===== src/rtl/wdog_pkg.sv =====
package wdog_pkg;
  localparam int OFS_CFG    = 'h00;
  localparam int OFS_RELOAD = 'h04;
  localparam int OFS_CAUSE  = 'h08;
  localparam int OFS_KEEP   = 'h0C;

  localparam int BIT_FORCE  = 31;
  localparam int BIT_EN     = 30;
  localparam int BIT_HOLD1  = 26;
  localparam int BIT_HOLD0  = 25;
  localparam int BIT_HOLDJ  = 24;

  typedef struct packed {
    logic en;
    logic hold_cpu1;
    logic hold_cpu0;
    logic hold_jtag;
  } cfg_t;

  localparam cfg_t CFG_RESET = '{en: 1'b0, hold_cpu1: 1'b1, hold_cpu0: 1'b1, hold_jtag: 1'b1};

  typedef enum logic [1:0] {
    CAUSE_NONE  = 2'b00,
    CAUSE_TIMER = 2'b01,
    CAUSE_FORCE = 2'b10
  } cause_e;
endpackage


===== src/rtl/wdog_gate.sv =====
module wdog_gate
  import wdog_pkg::*;
(
  input  logic tick,
  input  cfg_t cfg,
  input  logic dbg_cpu0,
  input  logic dbg_cpu1,
  input  logic jtag_busy,
  output logic tick_ok
);
  logic paused;

  always_comb begin
    paused  = (cfg.hold_cpu1 & dbg_cpu1) | (cfg.hold_cpu0 & dbg_cpu0) | (cfg.hold_jtag & jtag_busy);
    tick_ok = tick & cfg.en & ~paused;
  end
endmodule


===== src/rtl/wdog_core.sv =====
module wdog_core
  import wdog_pkg::*;
#(
  parameter int CNT_W = 24,
  parameter int STEP  = 2
) (
  input  logic             clk,
  input  logic             hard_rst,
  input  logic             soft_rst,
  input  logic             tick_ok,
  input  logic             load_wr,
  input  logic [CNT_W-1:0] load_val,
  input  logic             force_req,
  output logic [CNT_W-1:0] count_o,
  output logic             reset_req_o,
  output cause_e           cause_o
);
  localparam logic [CNT_W-1:0] STEP_V = CNT_W'(STEP);

  logic [CNT_W-1:0] count_q;
  logic             expire;
  cause_e           cause_q;

  assign expire = tick_ok & ~load_wr & (count_q != '0) & (count_q <= STEP_V);

  always_ff @(posedge clk) begin
    if (hard_rst || soft_rst) begin
      count_q <= '0;
    end else if (load_wr) begin
      count_q <= load_val;
    end else if (tick_ok && count_q != '0) begin
      count_q <= expire ? '0 : count_q - STEP_V;
    end
  end

  always_ff @(posedge clk) begin
    if (hard_rst || soft_rst) reset_req_o <= 1'b0;
    else                      reset_req_o <= expire | force_req;
  end

  always_ff @(posedge clk) begin
    if (hard_rst) begin
      cause_q <= CAUSE_NONE;
    end else if (!soft_rst) begin
      if (force_req)   cause_q <= CAUSE_FORCE;
      else if (expire) cause_q <= CAUSE_TIMER;
    end
  end

  assign count_o = count_q;
  assign cause_o = cause_q;


  load_take_chk: assert property (@(posedge clk) disable iff (hard_rst || soft_rst)
    load_wr |=> (count_q == $past(load_val)));


  no_rise_chk: assert property (@(posedge clk) disable iff (hard_rst || soft_rst)
    !load_wr |=> (count_q <= $past(count_q)));


  timer_cause_chk: assert property (@(posedge clk) disable iff (hard_rst || soft_rst)
    (expire && !force_req) |=> (reset_req_o && cause_q == CAUSE_TIMER && count_q == '0));


  force_cause_chk: assert property (@(posedge clk) disable iff (hard_rst || soft_rst)
    force_req |=> (reset_req_o && cause_q == CAUSE_FORCE));
endmodule


===== src/rtl/wdog_apb_regs.sv =====
module wdog_apb_regs
  import wdog_pkg::*;
#(
  parameter int ADDR_W = 8,
  parameter int DATA_W = 32,
  parameter int CNT_W  = 24,
  parameter int N_KEEP = 8
) (
  input  logic              clk,
  input  logic              hard_rst,
  input  logic              soft_rst,
  input  logic              psel,
  input  logic              penable,
  input  logic              pwrite,
  input  logic [ADDR_W-1:0] paddr,
  input  logic [DATA_W-1:0] pwdata,
  input  logic [CNT_W-1:0]  count_i,
  input  cause_e            cause_i,
  output logic [DATA_W-1:0] prdata,
  output cfg_t              cfg_o,
  output logic              load_wr_o,
  output logic [CNT_W-1:0]  load_val_o,
  output logic              force_o
);
  localparam int KEEP_STRIDE = DATA_W / 8;

  logic wr_acc, rd_setup, hit_cfg, hit_reload, hit_cause, keep_wr_any;
  logic [N_KEEP-1:0]             keep_hit;
  logic [N_KEEP-1:0][DATA_W-1:0] keep_q;
  logic [DATA_W-1:0]             rd_word;
  cfg_t                          cfg_q;

  assign wr_acc     = psel & penable & pwrite;
  assign rd_setup   = psel & ~penable & ~pwrite;
  assign hit_cfg    = (paddr == ADDR_W'(OFS_CFG));
  assign hit_reload = (paddr == ADDR_W'(OFS_RELOAD));
  assign hit_cause  = (paddr == ADDR_W'(OFS_CAUSE));

  for (genvar g = 0; g < N_KEEP; g++) begin : g_keep_dec
    assign keep_hit[g] = (paddr == ADDR_W'(OFS_KEEP + KEEP_STRIDE * g));
  end

  assign keep_wr_any = wr_acc & (|keep_hit);
  assign load_wr_o   = wr_acc & hit_reload;
  assign load_val_o  = pwdata[CNT_W-1:0];
  assign force_o     = wr_acc & hit_cfg & pwdata[BIT_FORCE];

  always_ff @(posedge clk) begin
    if (hard_rst || soft_rst) begin
      cfg_q <= CFG_RESET;
    end else if (wr_acc && hit_cfg) begin
      cfg_q.en        <= pwdata[BIT_EN];
      cfg_q.hold_cpu1 <= pwdata[BIT_HOLD1];
      cfg_q.hold_cpu0 <= pwdata[BIT_HOLD0];
      cfg_q.hold_jtag <= pwdata[BIT_HOLDJ];
    end
  end

  always_ff @(posedge clk) begin
    for (int i = 0; i < N_KEEP; i++) begin
      if (hard_rst)                  keep_q[i] <= '0;
      else if (wr_acc && keep_hit[i]) keep_q[i] <= pwdata;
    end
  end

  always_comb begin
    rd_word = '0;
    if (hit_cfg) begin
      rd_word[BIT_EN]    = cfg_q.en;
      rd_word[BIT_HOLD1] = cfg_q.hold_cpu1;
      rd_word[BIT_HOLD0] = cfg_q.hold_cpu0;
      rd_word[BIT_HOLDJ] = cfg_q.hold_jtag;
      rd_word[CNT_W-1:0] = count_i;
    end else if (hit_cause) begin
      rd_word[1:0] = cause_i;
    end else begin
      for (int i = 0; i < N_KEEP; i++)
        if (keep_hit[i]) rd_word = keep_q[i];
    end
  end

  always_ff @(posedge clk) begin
    if (hard_rst || soft_rst) prdata <= '0;
    else if (rd_setup)        prdata <= rd_word;
  end

  assign cfg_o = cfg_q;


  keep_soft_chk: assert property (@(posedge clk) disable iff (hard_rst)
    (soft_rst && !keep_wr_any) |=> $stable(keep_q));


  keep_write_chk: assert property (@(posedge clk) disable iff (hard_rst)
    (wr_acc && keep_hit[0]) |=> (keep_q[0] == $past(pwdata)));
endmodule


===== src/rtl/wdog_apb_top.sv =====
module wdog_apb_top
  import wdog_pkg::*;
#(
  parameter int ADDR_W = 8,
  parameter int DATA_W = 32,
  parameter int CNT_W  = 24,
  parameter int N_KEEP = 8,
  parameter int STEP   = 2
) (
  input  logic              clk,
  input  logic              hard_rst,
  input  logic              soft_rst,
  input  logic              tick,
  input  logic              dbg_cpu0,
  input  logic              dbg_cpu1,
  input  logic              jtag_busy,
  input  logic              psel,
  input  logic              penable,
  input  logic              pwrite,
  input  logic [ADDR_W-1:0] paddr,
  input  logic [DATA_W-1:0] pwdata,
  output logic [DATA_W-1:0] prdata,
  output logic              pready,
  output logic              pslverr,
  output logic              reset_req
);
  cfg_t             cfg;
  logic             tick_ok, load_wr, force_req;
  logic [CNT_W-1:0] load_val, count;
  cause_e           cause;

  assign pready  = 1'b1;
  assign pslverr = 1'b0;

  wdog_apb_regs #(.ADDR_W(ADDR_W), .DATA_W(DATA_W), .CNT_W(CNT_W), .N_KEEP(N_KEEP)) u_regs (
    .clk(clk), .hard_rst(hard_rst), .soft_rst(soft_rst),
    .psel(psel), .penable(penable), .pwrite(pwrite), .paddr(paddr), .pwdata(pwdata),
    .count_i(count), .cause_i(cause), .prdata(prdata), .cfg_o(cfg),
    .load_wr_o(load_wr), .load_val_o(load_val), .force_o(force_req)
  );

  wdog_gate u_gate (
    .tick(tick), .cfg(cfg), .dbg_cpu0(dbg_cpu0), .dbg_cpu1(dbg_cpu1),
    .jtag_busy(jtag_busy), .tick_ok(tick_ok)
  );

  wdog_core #(.CNT_W(CNT_W), .STEP(STEP)) u_core (
    .clk(clk), .hard_rst(hard_rst), .soft_rst(soft_rst), .tick_ok(tick_ok),
    .load_wr(load_wr), .load_val(load_val), .force_req(force_req),
    .count_o(count), .reset_req_o(reset_req), .cause_o(cause)
  );


  hold_off_chk: assert property (@(posedge clk) disable iff (hard_rst || soft_rst)
    (!cfg.en && !load_wr) |=> $stable(count));


  pause_cpu0_chk: assert property (@(posedge clk) disable iff (hard_rst || soft_rst)
    (cfg.hold_cpu0 && dbg_cpu0 && !load_wr) |=> $stable(count));


  soft_cause_chk: assert property (@(posedge clk) disable iff (hard_rst)
    soft_rst |=> ($stable(cause) && !reset_req));
endmodule


===== config.mk =====
export PLATFORM = sky130hd
export DESIGN_NAME = wdog_apb_top
export DESIGN_NICKNAME = d
export VERILOG_FILES = /design/src/rtl/wdog_pkg.sv /design/src/rtl/wdog_gate.sv /design/src/rtl/wdog_core.sv /design/src/rtl/wdog_apb_regs.sv /design/src/rtl/wdog_apb_top.sv
export SDC_FILE = /design/constraint.sdc
export NUM_CORES = 1
export LEC_CHECK = 0
export BUFFER_PORTS_ARGS = -buffer_cell sky130_fd_sc_hd__buf_2
export CAP_MARGIN = 15
export CORE_MARGIN = 3
export CORE_UTILIZATION = 60
export DETAILED_ROUTE_END_ITERATION = 10
export PLACE_DENSITY = 0.79
export SYNTH_ARGS = -nofsm -noshare
export SYNTH_HDL_FRONTEND = slang
export SYNTH_SLANG_ARGS = --single-unit

===== constraint.sdc =====
create_clock -name clk -period 3.8 [get_ports clk]
set_input_delay 1.14 -clock clk [delete_from_list [all_inputs] [get_ports clk]]
set_output_delay 1.14 -clock clk [all_outputs]
set_load 0.02 [all_outputs]

==> results of run 1 <==
## stage by stage
stage	utilization, %	power [uW]
final	69.2	6910
after global routing	69.2	7090
after CTS	69.2	6910
after detailed placement	64.5	3720
after global placement	64.5	3720
after floorplan	-	3610
## kinds of logic after synthesis
group | Yosys count | share of synthesized area [%]
and+or+nand+nor | 718 | 20.8
AOI/OAI and AO/OA | 619 | 25.2
DFF | 319 | 45.5
buffers and inverters | 190 | 5.27
muxes | 30 | 2.15
xor gates and xnor gates | 15 | 0.936
other | 2 | 0.0535
adders and majority gates | 1 | 0.0891
## layout make-up
| cell class | count | area [um^2] |
|---|---|---|
| Fill cell | 1940 | 7040 |
| Multi-Input combinational cell | 1385 | 6980 |
| Sequential cell | 319 | 6390 |
| Clock buffer | 51 | 1030 |
| Timing Repair Buffer | 148 | 952 |
| Tap cell | 313 | 392 |
| Clock inverter | 4 | 52.6 |
| Inverter | 5 | 18.8 |
## power by group through the flow
stage / clock (uW) / sequential, uW / combinational, uW
floorplan: 0 / 3440 / 176
global placement: 0 / 3430 / 286
detailed placement: 0 / 3430 / 288
CTS: 3260 / 3360 / 289
global route: 3410 / 3350 / 317
finish: 3250 / 3360 / 298
## state kept, by name, indices dropped and copies added, names as in the netlist
| register | flops |
|---|---|
| u_regs.cfg_o | 4 |
| u_core.reset_req_o | 1 |
| u_core.cause_o | 2 |
| u_regs.prdata | 32 |
| u_regs.keep_q | 256 |
| u_core.count_o | 24 |
## routing by layer
layer	part of all wire, %	global-route usage [%]	wire length, um	vias up
met5	0	0	0	-
met4	4.2	16.4	1900	0
met3	10	6.22	4740	156
met2	47	56.6	21000	835
met1	39	44.6	17500	6435
li1	-	-	-	6464
## Yosys cell counts, drive strengths merged (15+ instances only)
master	number	area share, %
nor2	38	1.1
o21ai	109	4.0
a21oi	357	13
o221ai	29	1.8
nor3	15	0.62
a21o	26	1.4
clkbuf	172	4.6
a22oi	38	2.0
nand3	24	0.86
mux2i	29	2.1
o22ai	32	1.4
nand2	594	16
dfxtp	319	45
## worst max-delay path: cells and delay by family
family                    cells  cell delay, ns
AOI/OAI and AO/OA             2            0.65
buffers and inverters         1            0.13
and+or+nand+nor               2            1.35
xor gates and xnor gates      1            0.18
## how the worst max path moves through the flow
stage                                               start                              end  cells after the start
after global routing      u_core.count_o[13]$_SDFFE_PP0P_  u_core.count_o[15]$_SDFFE_PP0P_                      6
after CTS                                        paddr[5]   u_core.count_o[4]$_SDFFE_PP0P_                      6
after floorplan                                  paddr[3]   u_core.count_o[4]$_SDFFE_PP0P_                      8
after detailed placement                         paddr[5]   u_core.count_o[4]$_SDFFE_PP0P_                      6
after global placement                           paddr[5]  u_core.count_o[19]$_SDFFE_PP0P_                      6
final                                            paddr[5]  u_core.count_o[19]$_SDFFE_PP0P_                      6
==> results.py, run 1 <==
metrics = {
    "clocking": {
        "postCtsSetupRepairBufs": 0,
        "cts_max_level": 2,
        "cts.sinks": 319,
        "cts-root-buf": "clkbuf_16",
        "ctsResizeCount": 0,
        "clkTransAtPathRegs_ns": 0.06,
        "insertion_delay_ns": 0.51,
        "cts_inserted_buffers": 34,
        "cts_hold_buf": 0,
        "cts_tree": "yes",
        "cts_buffer_depth": 3,
    },
    "detailed_routing": {
        "drc": 0,
        "antenna_left": 0,
        "via_per_inst": 6.24,
        "wl_um": 45200,
        "num_vias": 13900,
        "drt_iter0_drc": 1663,
        "routedWlPerCell_um": 20.3,
        "drtPass1Iterations": 6,
    },
    "status": {
        "status": "complete, no violations",
    },
    "sta": {
        "tightest_slew_ns": 0.865,
        "relSlewSlack_pct": 42.3,
        "slew_viol_final": 0,
        "skew_ns": 0.0157,
        "period_share_pct": 81.2,
        "final.setup.tns_ns": 0,
        "finalHoldViolations": 0,
        "hold-worst-slack_ns": 0.447,
        "rsz0062_at_grt": "false",
        "fmax_mhz": 324,
        "period_needed_ns": 3.08,
        "finalWorstSetupSlack_ns": 0.716,
        "setup_viol": 0,
    },
    "finish": {
        "syn_to_final_growth_pct": 12.6,
        "design_area_um2": 15800,
        "layout_common_cells": "nand2_1, a21oi_1, dfxtp_1",
        "antenna_cells": 0,
        "final_common_cell": "nand2_1",
        "fin_cells": 2225,
        "final_net_count": 1944,
        "drive_above_1_share_pct": 12.1,
    },
    "worst_setup_path": {
        "max_stage_delay_ns": 0.70,
        "reg2reg_slack_ns": 0.76,
        "start_kind": "input port",
        "end_kind": "flop",
        "crit_required_ns": 4.18,
        "cp.arrival_ns": 3.46,
        "slowest_stage": "or4_1",
        "r2r-end": "u_core.count_o[15]$_SDFFE_PP0P_",
        "r2r_start": "u_core.count_o[13]$_SDFFE_PP0P_",
        "cp_cell_sequence": "buf_2 -> or4_1 -> or3_1 -> a2111oi_0 -> xnor2_1 -> o21ai_1",
        "critPathMaxFanout": 16,
        "worst-r2r-cell-count": 6,
        "path_class": "input port to flop",
    },
    "grt": {
        "grt_util_all_layers_pct": 34.6,
        "grt_overflow": 0,
        "first_global_vias": 13300,
        "grt_start_max_net_pins": 195,
        "antenna_found_initial": 0,
        "grt_pass1_wl_um": 71300,
    },
    "hold_path": {
        "hp-start": "u_regs.prdata[29]$_SDFFE_PP0P_",
        "hold_depth": 2,
        "timing.hold.worst.class": "flop to flop",
        "min_to": "u_regs.prdata[29]$_SDFFE_PP0P_",
    },
    "job": {
        "maxCapViolCount": 0,
    },
    "floorplanning": {
        "ios": 85,
        "rows": 55,
        "core-area_um2": 22800,
        "floorplan.initialDensity_pct": 61.4,
        "fp.dieW_um": 159,
        "die-area_um2": 25300,
        "fp.dieH_um": 159,
    },
    "power_and_ir_drop": {
        "p_leak_uw": 0.00560,
        "intPower_uw": 5350,
        "p_sw_share_pct": 22.6,
        "pwr-share-clk_pct": 47.1,
        "combPwrFrac_pct": 4.3,
        "switchingPower_uw": 1560,
        "power_frac_seq_pct": 48.6,
        "cellPowerDensity_nw_per_um2": 437,
        "vdd_drop_max_mv": 0.308,
    },
    "yosys": {
        "synth-seq-cells": 319,
        "ys_warn_count": 0,
        "synth_edf_count": 0,
        "synth_area_um2": 14000,
        "synthCells": 1894,
        "ys_seq_area_share_pct": 45.5,
        "yosysUniqueCellTypes": 58,
        "synth_ff_type": "dfxtp_1",
        "synthArstFlopShare_pct": 0,
        "avgSynthCellArea_um2": 7.41,
        "syn-num-nets": 1945,
    },
    "placement": {
        "dp_hpwl_um": 28400,
        "pre_cts_slack_ns": 0.230,
        "dpl.cell_count": 2170,
        "port_buffers": 82,
        "postPlaceCellArea_um2": 14700,
        "gp_congestion": 0.936,
    },
}
(Power assumes the default switching activity.)
==> run 2, diff against run 1 <==
clock period = 2.9 ns   (was 3.8 ns; I/O delays follow)
==> results.py, run 2 (same netlist as run 1, synthesis figures left out) <==
metrics = {
    "floorplanning": {
        "floorplan.initialDensity_pct": 61.4,
        "fp.dieH_um": 159,
        "rows": 55,
        "fp.dieW_um": 159,
        "die-area_um2": 25300,
        "core-area_um2": 22800,
        "ios": 85,
    },
    "grt": {
        "grt_pass1_wl_um": 74500,
        "met1_usage_pct": 47.7,
        "grt_start_max_net_pins": 196,
        "gr-usage-met3_pct": 6.58,
        "grt.busiest_layer": "met2",
        "grt_overflow": 0,
        "antenna_found_initial": 0,
        "grt_use_met2_pct": 58.2,
        "grt_util_all_layers_pct": 36.4,
        "first_global_vias": 13600,
    },
    "worst_setup_path": {
        "critical-path-top-delay-family": "simple AND/OR/NAND/NOR gates",
        "end_kind": "flop",
        "cp_cell_sequence": "or4_1 -> or4_4 -> o41ai_2 -> buf_4 -> a2111oi_0 -> buf_4 -> xnor2_1 -> o21ai_1",
        "critPathMaxFanout": 6,
        "start_kind": "flop",
        "cp_common_cell": "buf_4",
        "crit_required_ns": 3.29,
        "max_stage_delay_ns": 0.64,
        "critPathBufInv": 2,
        "path_class": "flop to flop",
        "slowest_stage": "or4_1",
        "cp.arrival_ns": 3.14,
    },
    "sta": {
        "slew_viol_final": 0,
        "relSlewSlack_pct": 29.8,
        "tightest_slew_ns": 1.05,
        "period_needed_ns": 2.75,
        "period_share_pct": 94.7,
        "finalHoldViolations": 0,
        "setup_viol": 0,
        "fmax_mhz": 364,
        "skew_ns": 0.0128,
        "rsz0062_at_grt": "false",
        "final.setup.tns_ns": 0,
    },
    "detailed_routing": {
        "drt_iter0_drc": 1895,
        "via_per_inst": 6.36,
        "num_vias": 14400,
        "routedWlPerCell_um": 21.1,
        "drtPass1Iterations": 6,
        "wl_um": 47600,
        "antenna_left": 0,
        "drc": 0,
    },
    "power_and_ir_drop": {
        "cellPowerDensity_nw_per_um2": 556,
        "p_leak_uw": 0.00582,
        "vdd_drop_max_mv": 0.583,
    },
    "placement": {
        "port_buffers": 82,
        "dpl.cell_count": 2203,
        "dp_hpwl_um": 30000,
        "gp_congestion": 0.951,
    },
    "finish": {
        "layout_common_cells": "nand2_1, a21oi_1, dfxtp_1",
        "nFillCells": 1867,
        "syn_to_final_growth_pct": 15.8,
        "drive_above_1_share_pct": 13.6,
        "final_net_count": 1977,
        "fin_cells": 2260,
        "final_common_cell": "nand2_1",
        "largest_reg_flops": 256,
        "antenna_cells": 0,
        "top_register": "u_regs.keep_q",
    },
    "clocking": {
        "cts_tree": "yes",
        "cts_buffer_depth": 3,
        "cts.sinks": 319,
        "cts_inserted_buffers": 34,
        "cts-root-buf": "clkbuf_16",
        "cts_max_level": 2,
        "insertion_delay_ns": 0.51,
        "clkTransAtPathRegs_ns": 0.06,
    },
    "job": {
        "maxCapViolCount": 0,
    },
    "status": {
        "status": "complete, no violations",
    },
    "hold_path": {
        "timing.hold.worst.class": "flop to flop",
    },
}
[run 2: cell types whose count changed in the layout (fill, tap and decap cells not counted), sizes merged]
cell / change
clkinv: +1
clkbuf: +1
buf: +33
[run 2: worst paths after layout]
check	cells after the start	slack (ns)	end	start
max	8	0.15	u_core.count_o[15]$_SDFFE_PP0P_	u_core.count_o[13]$_SDFFE_PP0P_
min	2	0.45	u_regs.keep_q[42]$_SDFFE_PP0P_	u_regs.keep_q[42]$_SDFFE_PP0P_
max reg2reg	8	0.15	u_core.count_o[15]$_SDFFE_PP0P_	u_core.count_o[13]$_SDFFE_PP0P_
min reg2reg	2	0.45	u_regs.keep_q[42]$_SDFFE_PP0P_	u_regs.keep_q[42]$_SDFFE_PP0P_
[run 2: final cells by class]
class	instances	area, um^2	area share (%)
clock buffers	52	1010	6.21
clock inverters	5	53.8	0.331
well taps	313	392	2.41
inverters	5	18.8	0.115
repair buffers	181	1410	8.69
flip-flops and latches	319	6390	39.3
multi-input cells	1385	6980	43.0
[run 2: metrics by stage]
step | power, uW | setup WS [ns] | hold WS, ns | utilization (%) | instance area [um^2]
floorplan | 4730 | -0.0212 | 0.431 | - | 14000
global placement | 4900 | -0.0855 | 0.438 | 66.5 | 15200
detailed placement | 4900 | -0.110 | 0.443 | 66.5 | 15200
CTS | 9040 | 0.0829 | 0.452 | 71.1 | 16300
global route | 9230 | 0.0433 | 0.468 | 71.2 | 16300
finish | 9040 | 0.153 | 0.451 | 71.2 | 16300
[run 2: what timing repair did]
action / 4_1_cts / 5_1_grt
hold buffers: 0 / 0
resized for setup: 0 / 1
buffers inserted: 0 / 0
setup endpoints to repair: 0 / 2
[run 2: worst min-delay path, stage by stage, from the launching register on]
cell and delay [ns]:
dfxtp_1 0.30, nand2_1 0.05, a21oi_1 0.05
[run 2: report_power, final]
group / internal, uW / switching (uW)
clock network: 2480 / 1740
registers: 4390 / 7.50
logic: 108 / 309
[run 2: per-layer routing]
layer	vias to the layer above	wire (um)
met3	213	5810
met2	956	21400
met1	6662	17700
met4	0	2710
met5	-	0
li1	6536	-
